`src/rtl/ctimer_pkg.sv`:
```
// Shared constants for the up/down counter timer: control-register width
// and the bit positions that the control logic and the counter core decode.
package ctimer_pkg;
    localparam int CTL_W   = 8;
    localparam int CB_EN   = 0;  // counting enable
    localparam int CB_EOC  = 1;  // end-of-count status, write 1 to clear
    localparam int CB_IEN  = 2;  // interrupt enable
    localparam int CB_CAP  = 3;  // capture command, self-clearing
    localparam int CB_TRG  = 4;  // software trigger, self-clearing
    localparam int CB_LD   = 5;  // load command, self-clearing
    localparam int CB_DIR  = 6;  // 1 = up, 0 = down
    localparam int CB_CONT = 7;  // 1 = reload at terminal, 0 = stop
endpackage

```
`src/rtl/ctimer_edge_sync.sv`:
```
// Synchronizes an asynchronous level into the clock domain and produces a
// registered one-cycle pulse for each rising edge.
// Assumes the input stays high and low for at least two clocks each.
module ctimer_edge_sync #(
    parameter int STAGES = 2
) (
    input  logic clk,
    input  logic rst_n,
    input  logic async_in,
    output logic rise_pulse
);
    localparam int LAST = STAGES - 1;

    logic [LAST:0] sync_q;
    logic          last_q;
    logic          pulse_q;

    // Synchronizer chain, previous-level flop and edge pulse register.
    always_ff @(posedge clk) begin
        if (!rst_n) begin
            sync_q  <= '0;
            last_q  <= 1'b0;
            pulse_q <= 1'b0;
        end else begin
            sync_q  <= {sync_q[LAST-1:0], async_in};
            last_q  <= sync_q[LAST];
            pulse_q <= sync_q[LAST] & ~last_q;
        end
    end

    assign rise_pulse = pulse_q;

    // A rising edge never produces a pulse two cycles long.
    assert_pulse_single_R3: assert property (@(posedge clk) disable iff (!rst_n)
        rise_pulse |=> !rise_pulse);
endmodule

```
`src/rtl/ctimer_ctl_reg.sv`:
```
// Control register: software write strobe, self-clearing command bits,
// write-1-to-clear end-of-count status, and the enable bit that clears
// itself after a single-cycle run. Assumes term_evt is at most one cycle wide.
module ctimer_ctl_reg
    import ctimer_pkg::*;
(
    input  logic             clk,
    input  logic             rst_n,
    input  logic             we,
    input  logic [CTL_W-1:0] wdata,
    input  logic             term_evt,
    output logic [CTL_W-1:0] ctl_q
);
    logic [CTL_W-1:0] ctl_d;

    // Next-state: a write replaces the fields, otherwise commands drop.
    always_comb begin
        ctl_d = ctl_q;
        if (we) begin
            ctl_d         = wdata;
            ctl_d[CB_EOC] = term_evt | (ctl_q[CB_EOC] & ~wdata[CB_EOC]);
        end else begin
            ctl_d[CB_CAP] = 1'b0;
            ctl_d[CB_TRG] = 1'b0;
            ctl_d[CB_LD]  = 1'b0;
            if (term_evt) begin
                ctl_d[CB_EOC] = 1'b1;
                if (!ctl_q[CB_CONT]) ctl_d[CB_EN] = 1'b0;
            end
        end
    end

    // Register with all bits forced to zero on reset.
    always_ff @(posedge clk) begin
        if (!rst_n) ctl_q <= '0;
        else        ctl_q <= ctl_d;
    end

    assert_load_selfclear_R10: assert property (@(posedge clk) disable iff (!rst_n)
        (ctl_q[CB_LD] && !we) |=> !ctl_q[CB_LD]);
    assert_cap_selfclear_R11: assert property (@(posedge clk) disable iff (!rst_n)
        (ctl_q[CB_CAP] && !we) |=> !ctl_q[CB_CAP]);
    assert_trig_selfclear_R12: assert property (@(posedge clk) disable iff (!rst_n)
        (ctl_q[CB_TRG] && !we) |=> !ctl_q[CB_TRG]);
    assert_w1c_status_R6: assert property (@(posedge clk) disable iff (!rst_n)
        (we && wdata[CB_EOC] && !term_evt) |=> !ctl_q[CB_EOC]);
    assert_status_set_R5: assert property (@(posedge clk) disable iff (!rst_n)
        term_evt |=> ctl_q[CB_EOC]);
    assert_single_stop_R9: assert property (@(posedge clk) disable iff (!rst_n)
        (term_evt && !ctl_q[CB_CONT] && !we) |=> !ctl_q[CB_EN]);
endmodule

```
`src/rtl/ctimer_core.sv`:
```
// Counter datapath: time-constant and capture registers, up/down step,
// terminal detection with optional reload, and the interrupt pulse.
// Assumes step pulses are never in back-to-back cycles.
module ctimer_core #(
    parameter int W = 16
) (
    input  logic         clk,
    input  logic         rst_n,
    input  logic         en,
    input  logic         up,
    input  logic         cont,
    input  logic         ien,
    input  logic         reload_req,
    input  logic         cap_req,
    input  logic         step,
    input  logic         tc_we,
    input  logic [W-1:0] tc_wdata,
    output logic [W-1:0] count_q,
    output logic [W-1:0] capture_q,
    output logic         term_evt,
    output logic         irq
);
    localparam logic [W-1:0] TERM_UP   = {W{1'b1}};
    localparam logic [W-1:0] TERM_DOWN = {W{1'b0}};

    logic [W-1:0] tc_q;
    logic [W-1:0] step_val;
    logic [W-1:0] term_val;
    logic         irq_q;

    // Candidate next value and the terminal value for this direction.
    always_comb begin
        step_val = up ? count_q + 1'b1 : count_q - 1'b1;
        term_val = up ? TERM_UP : TERM_DOWN;
        term_evt = !reload_req && en && step && (step_val == term_val);
    end

    // Time-constant register written by software.
    always_ff @(posedge clk) begin
        if (!rst_n)     tc_q <= '0;
        else if (tc_we) tc_q <= tc_wdata;
    end

    // Counter: reload has priority, then an enabled step.
    always_ff @(posedge clk) begin
        if (!rst_n)             count_q <= '0;
        else if (reload_req)    count_q <= tc_q;
        else if (en && step)    count_q <= term_evt ? (cont ? tc_q : term_val) : step_val;
    end

    // Capture register sampled on the capture command.
    always_ff @(posedge clk) begin
        if (!rst_n)       capture_q <= '0;
        else if (cap_req) capture_q <= count_q;
    end

    // Interrupt pulse on a terminal event when enabled.
    always_ff @(posedge clk) begin
        if (!rst_n) irq_q <= 1'b0;
        else        irq_q <= term_evt & ien;
    end

    assign irq = irq_q;

    assert_hold_disabled_R2: assert property (@(posedge clk) disable iff (!rst_n)
        (!en && !reload_req) |=> $stable(count_q));
    assert_capture_value_R11: assert property (@(posedge clk) disable iff (!rst_n)
        cap_req |=> (capture_q == $past(count_q)));
    assert_reload_value_R12: assert property (@(posedge clk) disable iff (!rst_n)
        (reload_req && !tc_we) |=> (count_q == tc_q));
    assert_irq_pulse_R7: assert property (@(posedge clk) disable iff (!rst_n)
        irq |=> !irq);
endmodule

```
`src/rtl/updown_ctr_timer.sv`:
```
// Top of the up/down counter timer: two edge synchronizers (count and
// trigger), the control register and the counter core.
// Assumes cnt_in and trig_in change no faster than a quarter of clk.
module updown_ctr_timer
    import ctimer_pkg::*;
#(
    parameter int W           = 16,
    parameter int SYNC_STAGES = 2
) (
    input  logic             clk,
    input  logic             rst_n,
    input  logic             ctl_we,
    input  logic [CTL_W-1:0] ctl_wdata,
    input  logic             tc_we,
    input  logic [W-1:0]     tc_wdata,
    input  logic             cnt_in,
    input  logic             trig_in,
    output logic [CTL_W-1:0] ctl_q,
    output logic [W-1:0]     count_q,
    output logic [W-1:0]     capture_q,
    output logic             irq
);
    logic cnt_pulse;
    logic trig_pulse;
    logic term_evt;
    logic reload_req;

    ctimer_edge_sync #(.STAGES(SYNC_STAGES)) u_cnt_sync (
        .clk(clk), .rst_n(rst_n), .async_in(cnt_in), .rise_pulse(cnt_pulse));

    ctimer_edge_sync #(.STAGES(SYNC_STAGES)) u_trig_sync (
        .clk(clk), .rst_n(rst_n), .async_in(trig_in), .rise_pulse(trig_pulse));

    ctimer_ctl_reg u_ctl (
        .clk(clk), .rst_n(rst_n), .we(ctl_we), .wdata(ctl_wdata),
        .term_evt(term_evt), .ctl_q(ctl_q));

    // Load command, software trigger and hardware trigger share one reload.
    assign reload_req = ctl_q[CB_LD] | ctl_q[CB_TRG] | trig_pulse;

    ctimer_core #(.W(W)) u_core (
        .clk(clk), .rst_n(rst_n),
        .en(ctl_q[CB_EN]), .up(ctl_q[CB_DIR]), .cont(ctl_q[CB_CONT]),
        .ien(ctl_q[CB_IEN]), .reload_req(reload_req), .cap_req(ctl_q[CB_CAP]),
        .step(cnt_pulse), .tc_we(tc_we), .tc_wdata(tc_wdata),
        .count_q(count_q), .capture_q(capture_q),
        .term_evt(term_evt), .irq(irq));

    assert_irq_with_status_R5: assert property (@(posedge clk) disable iff (!rst_n)
        irq |-> ctl_q[CB_EOC]);
    assert_irq_needs_ien_R7: assert property (@(posedge clk) disable iff (!rst_n)
        irq |-> $past(ctl_q[CB_IEN]));
endmodule

```
`config.mk`:
```
export PLATFORM = sky130hd
export DESIGN_NAME = updown_ctr_timer
export DESIGN_NICKNAME = d
export VERILOG_FILES = /design/src/rtl/ctimer_pkg.sv /design/src/rtl/ctimer_edge_sync.sv /design/src/rtl/ctimer_ctl_reg.sv /design/src/rtl/ctimer_core.sv /design/src/rtl/updown_ctr_timer.sv
export SDC_FILE = /design/constraint.sdc
export NUM_CORES = 1
export LEC_CHECK = 0
export ABC_AREA = 0
export BUFFER_PORTS_ARGS = -buffer_cell sky130_fd_sc_hd__buf_2
export CORE_ASPECT_RATIO = 1.1
export CORE_MARGIN = 5
export CORE_UTILIZATION = 38
export DETAILED_ROUTE_END_ITERATION = 10
export GPL_TIMING_DRIVEN = 0
export PLACE_DENSITY = 0.68
export RECOVER_POWER = 50
export SLEW_MARGIN = 20
export SYNTH_ARGS = -nofsm -noshare
export SYNTH_HDL_FRONTEND = slang
export SYNTH_HIERARCHICAL = 1
export SYNTH_SLANG_ARGS = --single-unit
export TNS_END_PERCENT = 30
```
`constraint.sdc`:
```
create_clock -name clk -period 4 [get_ports clk]
set_input_delay 0.2 -clock clk [delete_from_list [all_inputs] [get_ports clk]]
set_output_delay 0.2 -clock clk [all_outputs]
set_load 0.005 [all_outputs]
```
## Word level (Yosys, flattened, before mapping)

Cells that the tools add are included.

| word-level totals | value |
|---|---|
| flip-flop bits (word level) | 65 |
| input bits | 30 |
| output and inout bits | 41 |
| word-level logic and storage cells | 46 |

| operators by class | value |
|---|---|
| add/sub/neg operators | 2 |
| eq/ne operators | 2 |
| muxes and demuxes | 9 |
| bitwise operators | 10 |
| reduce and logical (&&, ||, !) cells | 9 |

Operators with widths:

| kind | number |
|---|---|
| 16-bit 2-to-1 mux | 6 |
| 16-bit by 1-bit adder with 16-bit output (second input constant) | 1 |
| 16-bit == test | 1 |
| 16-bit by 1-bit subtractor with 16-bit output (second input constant) | 1 |
| 1-bit bitwise AND | 4 |
| 1-bit logical AND | 4 |
| 2-bit 2-to-1 mux | 2 |
| 2-bit AND reduction | 2 |
| 2-bit nonzero test | 2 |
| 1-bit NOT | 3 |
| 1-bit OR | 3 |
| 2-bit != test (second input constant) | 1 |
| 1-bit zero test | 1 |
| 1-bit 2-to-1 mux | 1 |

## Depth between registers and ports, before layout

Gate-level depths: netlist of run 1.

| depth | value |
|---|---|
| word-level depth | 9 |
| gate-level depth with buffers | 14 |
| gate-level depth less buffers | 13 |

## Cells and area by module

The synthesis of run 1 kept the hierarchy.

Modules (own cells, without submodules):

| module | times used | cells each | area each (um^2) | sequential area each (um^2) |
|---|---|---|---|---|
| ctimer_core | 1 | 397 | 3290.7 | 980.9 |
| ctimer_ctl_reg | 1 | 25 | 282.8 | 160.2 |
| ctimer_edge_sync | 2 | 8 | 111.4 | 80.1 |
| updown_ctr_timer | 1 | 1 | 6.3 | 0.0 |

## Worst setup path after synthesis of run 1

OpenSTA, ideal clock, no wires.

| timing path | value |
|---|---|
| kind | register to register |
| start | register u_ctl.ctl_q[6] |
| end | register u_core.count_q[2] |
| arrival | 3.580 ns |
| data required time | 3.923 ns |
| setup slack | 0.343 ns |
| stages on the path, launching flop included | 13 |
| buffers on the path | 1 |
| period minus slack after synthesis | 3.657 ns |
| cells stage by stage | dfxtp_1 -> inv_1 -> ha_1 -> a21o_1 -> a221o_1 -> a311oi_2 -> a211oi_1 -> or4b_4 -> nor4_4 -> o2111a_2 -> buf_6 -> o21ai_1 -> a41oi_2 |

| between the ends | value |
|---|---|
| word-level cells in the longest chain between the ends | 6 |
| elaborated cells on any way between the ends | 8 |
| classes of those cells | eq/ne (1); mux (6); reduce/logical (1) |

Ends and longest elaborated chain:

| what | RTL line | text |
|---|---|---|
| start, declared | ctimer_ctl_reg.sv:12 | `output logic [CTL_W-1:0] ctl_q` |
| start signal, assigned | ctimer_ctl_reg.sv:36 | `else ctl_q <= ctl_d;` |
| 16-bit 2-to-1 mux (on tied branches) | ctimer_core.sv:33, ctimer_core.sv:34 |  |
| 16-bit == test | ctimer_core.sv:35 | `term_evt = !reload_req && en && step && (step_val == term_val);` |
| 1-bit logical AND | ctimer_core.sv:35 |  |
| 16-bit 2-to-1 mux * (2 in a row) | ctimer_core.sv:48 | `else if (en && step) count_q <= term_evt ? (cont ? tc_q : term_val) : step_val;` |
| 16-bit 2-to-1 mux * | ctimer_core.sv:47 | `else if (reload_req) count_q <= tc_q;` |
| end signal, assigned | ctimer_core.sv:47 |  |
| end signal, assigned | ctimer_core.sv:48 |  |
| end, declared | ctimer_core.sv:18 | `output logic [W-1:0] count_q,` |

Every way passes the cells marked *; elsewhere a longest branch is shown, timed or not. The select of a mux whose other input is x is not followed.
A chain may end at the register's enable or synchronous reset.

## Worst setup path after layout of run 1

| timing path | value |
|---|---|
| start | register u_ctl.ctl_q[6] |
| end | register u_core.count_q[10] |

The elaborated chain is that of the path after synthesis.

==> flow_metrics.py, run 1 <==
metrics = {
    "run_status": {
        "status": "finished clean",
    },
    "detailed_routing": {
        "routedWlPerCell_um": 16.9,
        "drt_iter0_drc": 265,
        "routed_via_density": 5.74,
        "totalWireLength_mm": 11.0,
        "drc": 0,
        "dr.pass1.iters": 5,
        "vias": 3742,
        "detail-route-antenna-nets": 0,
    },
    "yosys": {
        "syn-num-nets": 484,
        "ys_types": 64,
        "ys_seq_area_frac": 0.342,
        "async_reset_ff_frac": 0,
        "yosysTopAreaCell": "dfxtp_1",
        "syn_area_per_cell_um2": 8.66,
        "yosysWarnings": 6,
        "synth_edf_count": 0,
        "synth-seq-cells": 65,
        "synth_cells": 439,
        "yosys-top-cells-area": "dfxtp_1, mux2i_1, nand2_1, ha_1, nor2_1",
        "synth_top_area_frac": 0.342,
        "syn_area_um2": 3800,
        "ys.flop_type": "dfxtp_1",
    },
    "setup_path": {
        "critPathMaxStageDelay_ps": 500,
        "worst_ep_arrival_time_ps": 4120,
        "path_cells": "clkinvlp_4 > buf_4 > fa_1 > a21o_1 > a221o_2 > a311oi_2 > a211oi_2 > or4b_4 > nor4_4 > o2111a_2 > buf_6 > o21ai_1 > a41oi_1",
        "cp_max_fo": 13,
        "critPathKind": "flop to flop",
        "crit_path_end_kind": "flop",
        "critPathRequiredTime_ps": 4260,
        "crit_path_start_kind": "flop",
        "critPathSlowestCell": "or4b_4",
    },
    "die": {
        "start_util": 0.386,
        "die_area_um2": 12100,
        "fp.dieH_um": 115,
        "coreArea_um2": 9840,
        "io_pins": 71,
        "die_x_um": 105,
        "rows": 38,
    },
    "placed_design": {
        "gp_congestion": 0.919,
        "portBuffers": 68,
        "hpwlAfterDp_mm": 8.19,
        "place_area_um2": 4290,
    },
    "clock_tree": {
        "numCtsBuffers": 9,
        "holdBufCountCts": 0,
        "cts_max_level": 3,
        "clockBufferDepth": 2,
        "cts.sinks": 65,
        "path_clk_slew_ps": 70,
        "clock_latency_ps": 340,
        "cts_tree": "done",
        "cts-root-buf": "clkbuf_8",
    },
    "timing": {
        "maxSlewViolCount": 0,
        "relSlewSlack": 0.509,
        "fin_skew_ps": 9.47,
        "hold_viol_final": 0,
        "fin_crit_ps": 3870,
        "fin_crit_sh": 0.967,
        "max_freq_mhz": 259,
        "setup_viol": 0,
        "tightest_slew_ps": 737,
        "fin_tns_setup_ps": 0,
    },
    "final_layout": {
        "nets": 572,
        "multi_input_area_um2": 2420,
        "final_area_um2": 4620,
        "nFillCells": 948,
        "register_area_um2": 1310,
        "diodes": 0,
        "final_common_cell": "dfxtp_1",
        "final_cell_mix": "dfxtp_1, buf_2, nand2_1",
        "drive_above_1_share": 0.235,
        "area_growth_syn_to_layout_pct": 21.5,
    },
    "grt": {
        "groute.usage.overall": 0.180,
        "grt_pass1_wl_mm": 17.5,
        "grt_pass1_vias": 3579,
        "grt.overflow.total": 0,
        "grt_max_degree": 20,
        "antenna_found_initial": 0,
    },
    "worst_hold_path": {
        "hp-class": "input pin to flop",
    },
    "pwr": {
        "vdd.ir_drop.worst_v": 0.000234,
        "leakage_nw": 1.92,
        "powerDensity_nw_per_um2": 360,
    },
    "job": {
        "drv_cap": 0,
    },
}
## per-stage QoR
stage / power [W] / std cells / util / hold WS [ps] / setup WS, ps
floorplan: 0.000965 / 439 / - / 328 / 343
global placement: 0.00106 / 627 / 0.436 / 420 / -586
detailed placement: 0.00107 / 627 / 0.436 / 423 / -683
CTS: 0.00165 / 648 / 0.465 / 50.7 / 6.34
global route: 0.00175 / 652 / 0.469 / 55.5 / -8.03
finish: 0.00166 / 652 / 0.469 / 73.0 / 134
## Yosys cell counts (3+ instances only)
cell type / count
a211oi_1: 3
a21o_1: 8
a21oi_1: 14
a31oi_1: 9
a41oi_1: 3
a41oi_2: 10
and2_1: 4
and2_2: 6
and3_1: 6
and3_2: 3
and4_1: 5
buf_2: 3
clkbuf_1: 21
dfxtp_1: 65
ha_1: 14
inv_1: 3
mux2i_1: 37
nand2_1: 48
nand2b_1: 6
nand3_1: 9
nand4_1: 5
nor2_1: 45
nor2b_1: 5
nor3_1: 5
nor4_1: 6
o211ai_1: 4
o21a_1: 3
o21ai_0: 22
o21ai_1: 12
or3_1: 5
xor2_1: 5
## critical path, delay by kind of cell (launching register included)
family	cells	cell delay, ps
AO/OA/AOI/OAI	7	1720
adder cells (fa/ha/maj)	1	410
buffers and inverters	3	460
flip-flops	1	350
AND/OR/NAND/NOR	2	830
## timing repair
item | CTS | global route
setup endpoints to repair | 19 | 19
hold endpoints to repair | 0 | 0
setup buffers | 5 | 5
pin swaps | 4 | 6
gates resized for setup | 9 | 17
## power by group
part           leakage (nW)  switching, W  internal, W  total [W]
combinational          1.29      0.000239     0.000170   0.000408
sequential            0.531     0.0000224     0.000671   0.000694
clock                0.0985      0.000255     0.000305   0.000560
total                  1.92      0.000516      0.00115    0.00166
## final timing paths
kind | slack, ps | cells past startpoint | endpoint | start
max | 130 | 13 | u_core/count_q[10]$_SDFFE_PN0P_ | u_ctl/ctl_q[6]$_SDFFE_PN0P_
min | 70 | 2 | u_trig_sync/sync_q[0]$_SDFF_PN0_ | trig_in
max reg2reg | 130 | 13 | u_core/count_q[10]$_SDFFE_PN0P_ | u_ctl/ctl_q[6]$_SDFFE_PN0P_
min reg2reg | 440 | 1 | u_cnt_sync/sync_q[1]$_SDFF_PN0_ | u_cnt_sync/sync_q[0]$_SDFF_PN0_
## registers in the layout (all words and copies together), names as in the netlist
signal,cells
u_cnt_sync/last_q,1
u_trig_sync/sync_q,2
u_ctl/ctl_q,8
u_trig_sync/rise_pulse,1
u_cnt_sync/rise_pulse,1
u_trig_sync/last_q,1
u_core/tc_q,16
u_cnt_sync/sync_q,2
u_core/count_q,16
u_core/irq,1
u_core/capture_q,16
## logic make-up after synthesis
group / synth area share
AOI/OAI and AO/OA: 0.213
xor gates and xnor gates: 0.0161
muxes: 0.100
buffers and inverters: 0.0365
DFF: 0.342
adders and majority gates: 0.0513
and+or+nand+nor: 0.241
## layout make-up
type,instances,area share
multi-input cells,343,0.525
repair buffers,78,0.0843
clock inverters,6,0.0146
flip-flops and latches,65,0.283
well taps,120,0.0325
inverters,4,0.00406
plain buffers,26,0.0276
clock buffers,10,0.0298
## layer usage
layer  global-route usage  routed length (um)  vias up
met5                    0                   0        -
met4               0.0849                 371        0
met3               0.0365                 598       24
met2                0.322                5570      145
met1                0.205                4470     1773
li1                     -                   -     1800
Power figures use the tool's default switching activity.
==> run 2: changes to the inputs <==
--- a/config.mk
+++ b/config.mk
@@ -14,6 +14,7 @@
 export GPL_TIMING_DRIVEN = 0
 export PLACE_DENSITY = 0.68
 export RECOVER_POWER = 50
+export REMOVE_ABC_BUFFERS = 1
 export SLEW_MARGIN = 20
 export SYNTH_ARGS = -nofsm -noshare
 export SYNTH_HDL_FRONTEND = slang
==> run 2 against run 1 <==
Compared with the run above:
- register-to-register slack barely moved
- setup slack better by 12 ps
- non-clock buffer count fell by 19
- largest power group unchanged
==> flow_metrics.py, run 2 (synthesis gave the netlist of run 1 again) <==
metrics = {
    "run_status": {
        "status": "finished clean",
    },
    "final_layout": {
        "reg_top3": "u_core/capture_q: 16 flops, u_core/count_q: 16 flops, u_core/tc_q: 16 flops",
        "area_growth_syn_to_layout_pct": 21.8,
        "drive_above_1_share": 0.259,
        "diodes": 0,
        "final_area_um2": 4630,
        "final_common_cell": "dfxtp_1",
        "fin_util": 0.471,
        "nFillCells": 957,
        "multi_input_area_um2": 2450,
        "nets": 553,
        "register_area_um2": 1310,
        "final_cell_mix": "dfxtp_1, buf_2, nand2_1",
    },
    "setup_path": {
        "r2r_end": "u_core/count_q[14]$_SDFFE_PN0P_",
        "cp_max_fo": 15,
        "path_cells": "clkinvlp_4 > buf_4 > ha_1 > a21o_1 > a221o_2 > a31oi_1 > o211ai_1 > or4b_4 > nor4_4 > o2111a_2 > buf_12 > o21ai_0 > a41oi_2",
        "crit_path_start_kind": "flop",
        "critPathCapture": "u_core/count_q[14]$_SDFFE_PN0P_",
        "critPathMaxStageDelay_ps": 580,
        "critPathRequiredTime_ps": 4270,
        "worst_ep_arrival_time_ps": 4130,
        "r2r-start": "u_ctl/ctl_q[6]$_SDFFE_PN0P_",
        "critPathKind": "flop to flop",
        "ff2ff_path_depth": 13,
        "critPathSlowestCell": "or4b_4",
        "crit_path_end_kind": "flop",
        "r2r_slack_ps": 150,
        "startpoint": "u_ctl/ctl_q[6]$_SDFFE_PN0P_",
    },
    "die": {
        "rows": 38,
        "fp.dieH_um": 115,
        "io_pins": 71,
        "start_util": 0.386,
        "die_area_um2": 12100,
        "coreArea_um2": 9840,
        "die_x_um": 105,
    },
    "clock_tree": {
        "cts-root-buf": "clkbuf_8",
        "holdBufCountCts": 0,
        "cts_max_level": 3,
        "cts.sinks": 65,
        "path_clk_slew_ps": 70,
        "clockBufferDepth": 2,
        "numCtsBuffers": 9,
        "clock_latency_ps": 350,
        "cts_tree": "done",
    },
    "timing": {
        "tightest_slew_ps": 1090,
        "setup_viol": 0,
        "relSlewSlack": 0.270,
        "max_freq_mhz": 259,
        "maxSlewViolCount": 0,
        "hold_viol_final": 0,
        "fin_skew_ps": 11.3,
        "fin_crit_ps": 3850,
        "fin_crit_sh": 0.964,
    },
    "placed_design": {
        "place_area_um2": 4200,
        "portBuffers": 70,
        "gp_congestion": 0.909,
        "hpwlAfterDp_mm": 7.44,
    },
    "pwr": {
        "vdd.ir_drop.worst_v": 0.000196,
        "powerDensity_nw_per_um2": 370,
        "leakage_nw": 1.94,
    },
    "detailed_routing": {
        "vias": 3556,
        "drt_iter0_drc": 159,
        "dr.pass1.iters": 4,
        "totalWireLength_mm": 10.3,
        "routedWlPerCell_um": 16.3,
        "routed_via_density": 5.62,
        "detail-route-antenna-nets": 0,
        "drc": 0,
    },
    "worst_hold_path": {
        "hold_path.startpoint": "cnt_in",
        "hp-class": "input pin to flop",
    },
    "grt": {
        "antenna_found_initial": 0,
        "groute.usage.overall": 0.169,
        "grt_pass1_vias": 3420,
        "grt_max_degree": 37,
        "grt_pass1_wl_mm": 16.4,
        "grt.overflow.total": 0,
    },
    "job": {
        "drv_cap": 0,
    },
}
[run 2: cell count changes in the layout (fill, tap and decap cells not counted), sizes merged]
cell,delta
bufinv,+1
buf,+10
clkbuf,-28
clkinvlp,-2
[run 2: critical path, delay by kind of cell, from the launching register on]
kind / cells / cell delay, ps
AO/OA/AOI/OAI: 7 / 1670
adder cells (fa/ha/maj): 1 / 350
buffers and inverters: 3 / 430
flip-flops: 1 / 380
AND/OR/NAND/NOR: 2 / 940
[run 2: final cells by class]
class | instances | share of cell area
clock buffers | 11 | 0.0305
clock inverters | 5 | 0.0170
inverters | 4 | 0.00405
multi-input cells | 343 | 0.530
flip-flops and latches | 65 | 0.282
well taps | 120 | 0.0324
repair buffers | 85 | 0.105
[run 2: how the worst min path moves through the flow]
stage / endpoint / slack [ps] / cells past startpoint
finish: u_cnt_sync/sync_q[0]$_SDFF_PN0_ / 70 / 2
global route: u_cnt_sync/sync_q[0]$_SDFF_PN0_ / 60 / 2
CTS: u_cnt_sync/sync_q[0]$_SDFF_PN0_ / 50 / 2
detailed placement: u_cnt_sync/sync_q[0]$_SDFF_PN0_ / 420 / 2
global placement: u_cnt_sync/sync_q[0]$_SDFF_PN0_ / 420 / 2
floorplan: u_ctl/ctl_q[1]$_SDFFE_PN0P_ / 330 / 1
[run 2: through the flow]
step	instances	setup WS, ps	hold slack (ps)	power, W	TNS, ps
detailed placement	603	-672	424	0.00106	-9630
global route	633	-1.71	55.6	0.00180	-1.71
floorplan	412	192	328	0.000955	0
CTS	625	5.19	48.2	0.00169	0
global placement	602	-1010	421	0.00105	-12500
finish	633	145	65.8	0.00171	0
[run 2: report_power, final]
group	leakage (nW)	internal [W]	switching [W]
clock network	0.113	0.000367	0.000249
logic	1.30	0.000174	0.000228
registers	0.531	0.000671	0.0000251
[run 2: metal layers]
layer	global-route usage	up-vias	wire (um)
met5	0	-	0
met3	0.0309	18	444
li1	-	1770	-
met2	0.283	93	4990
met1	0.209	1675	4600
met4	0.0857	0	259
[run 2: timing repair]
item | CTS | global route
pin swaps | 2 | 8
setup buffers | 6 | 8
resized for setup | 10 | 12
setup endpoints to repair | 19 | 19
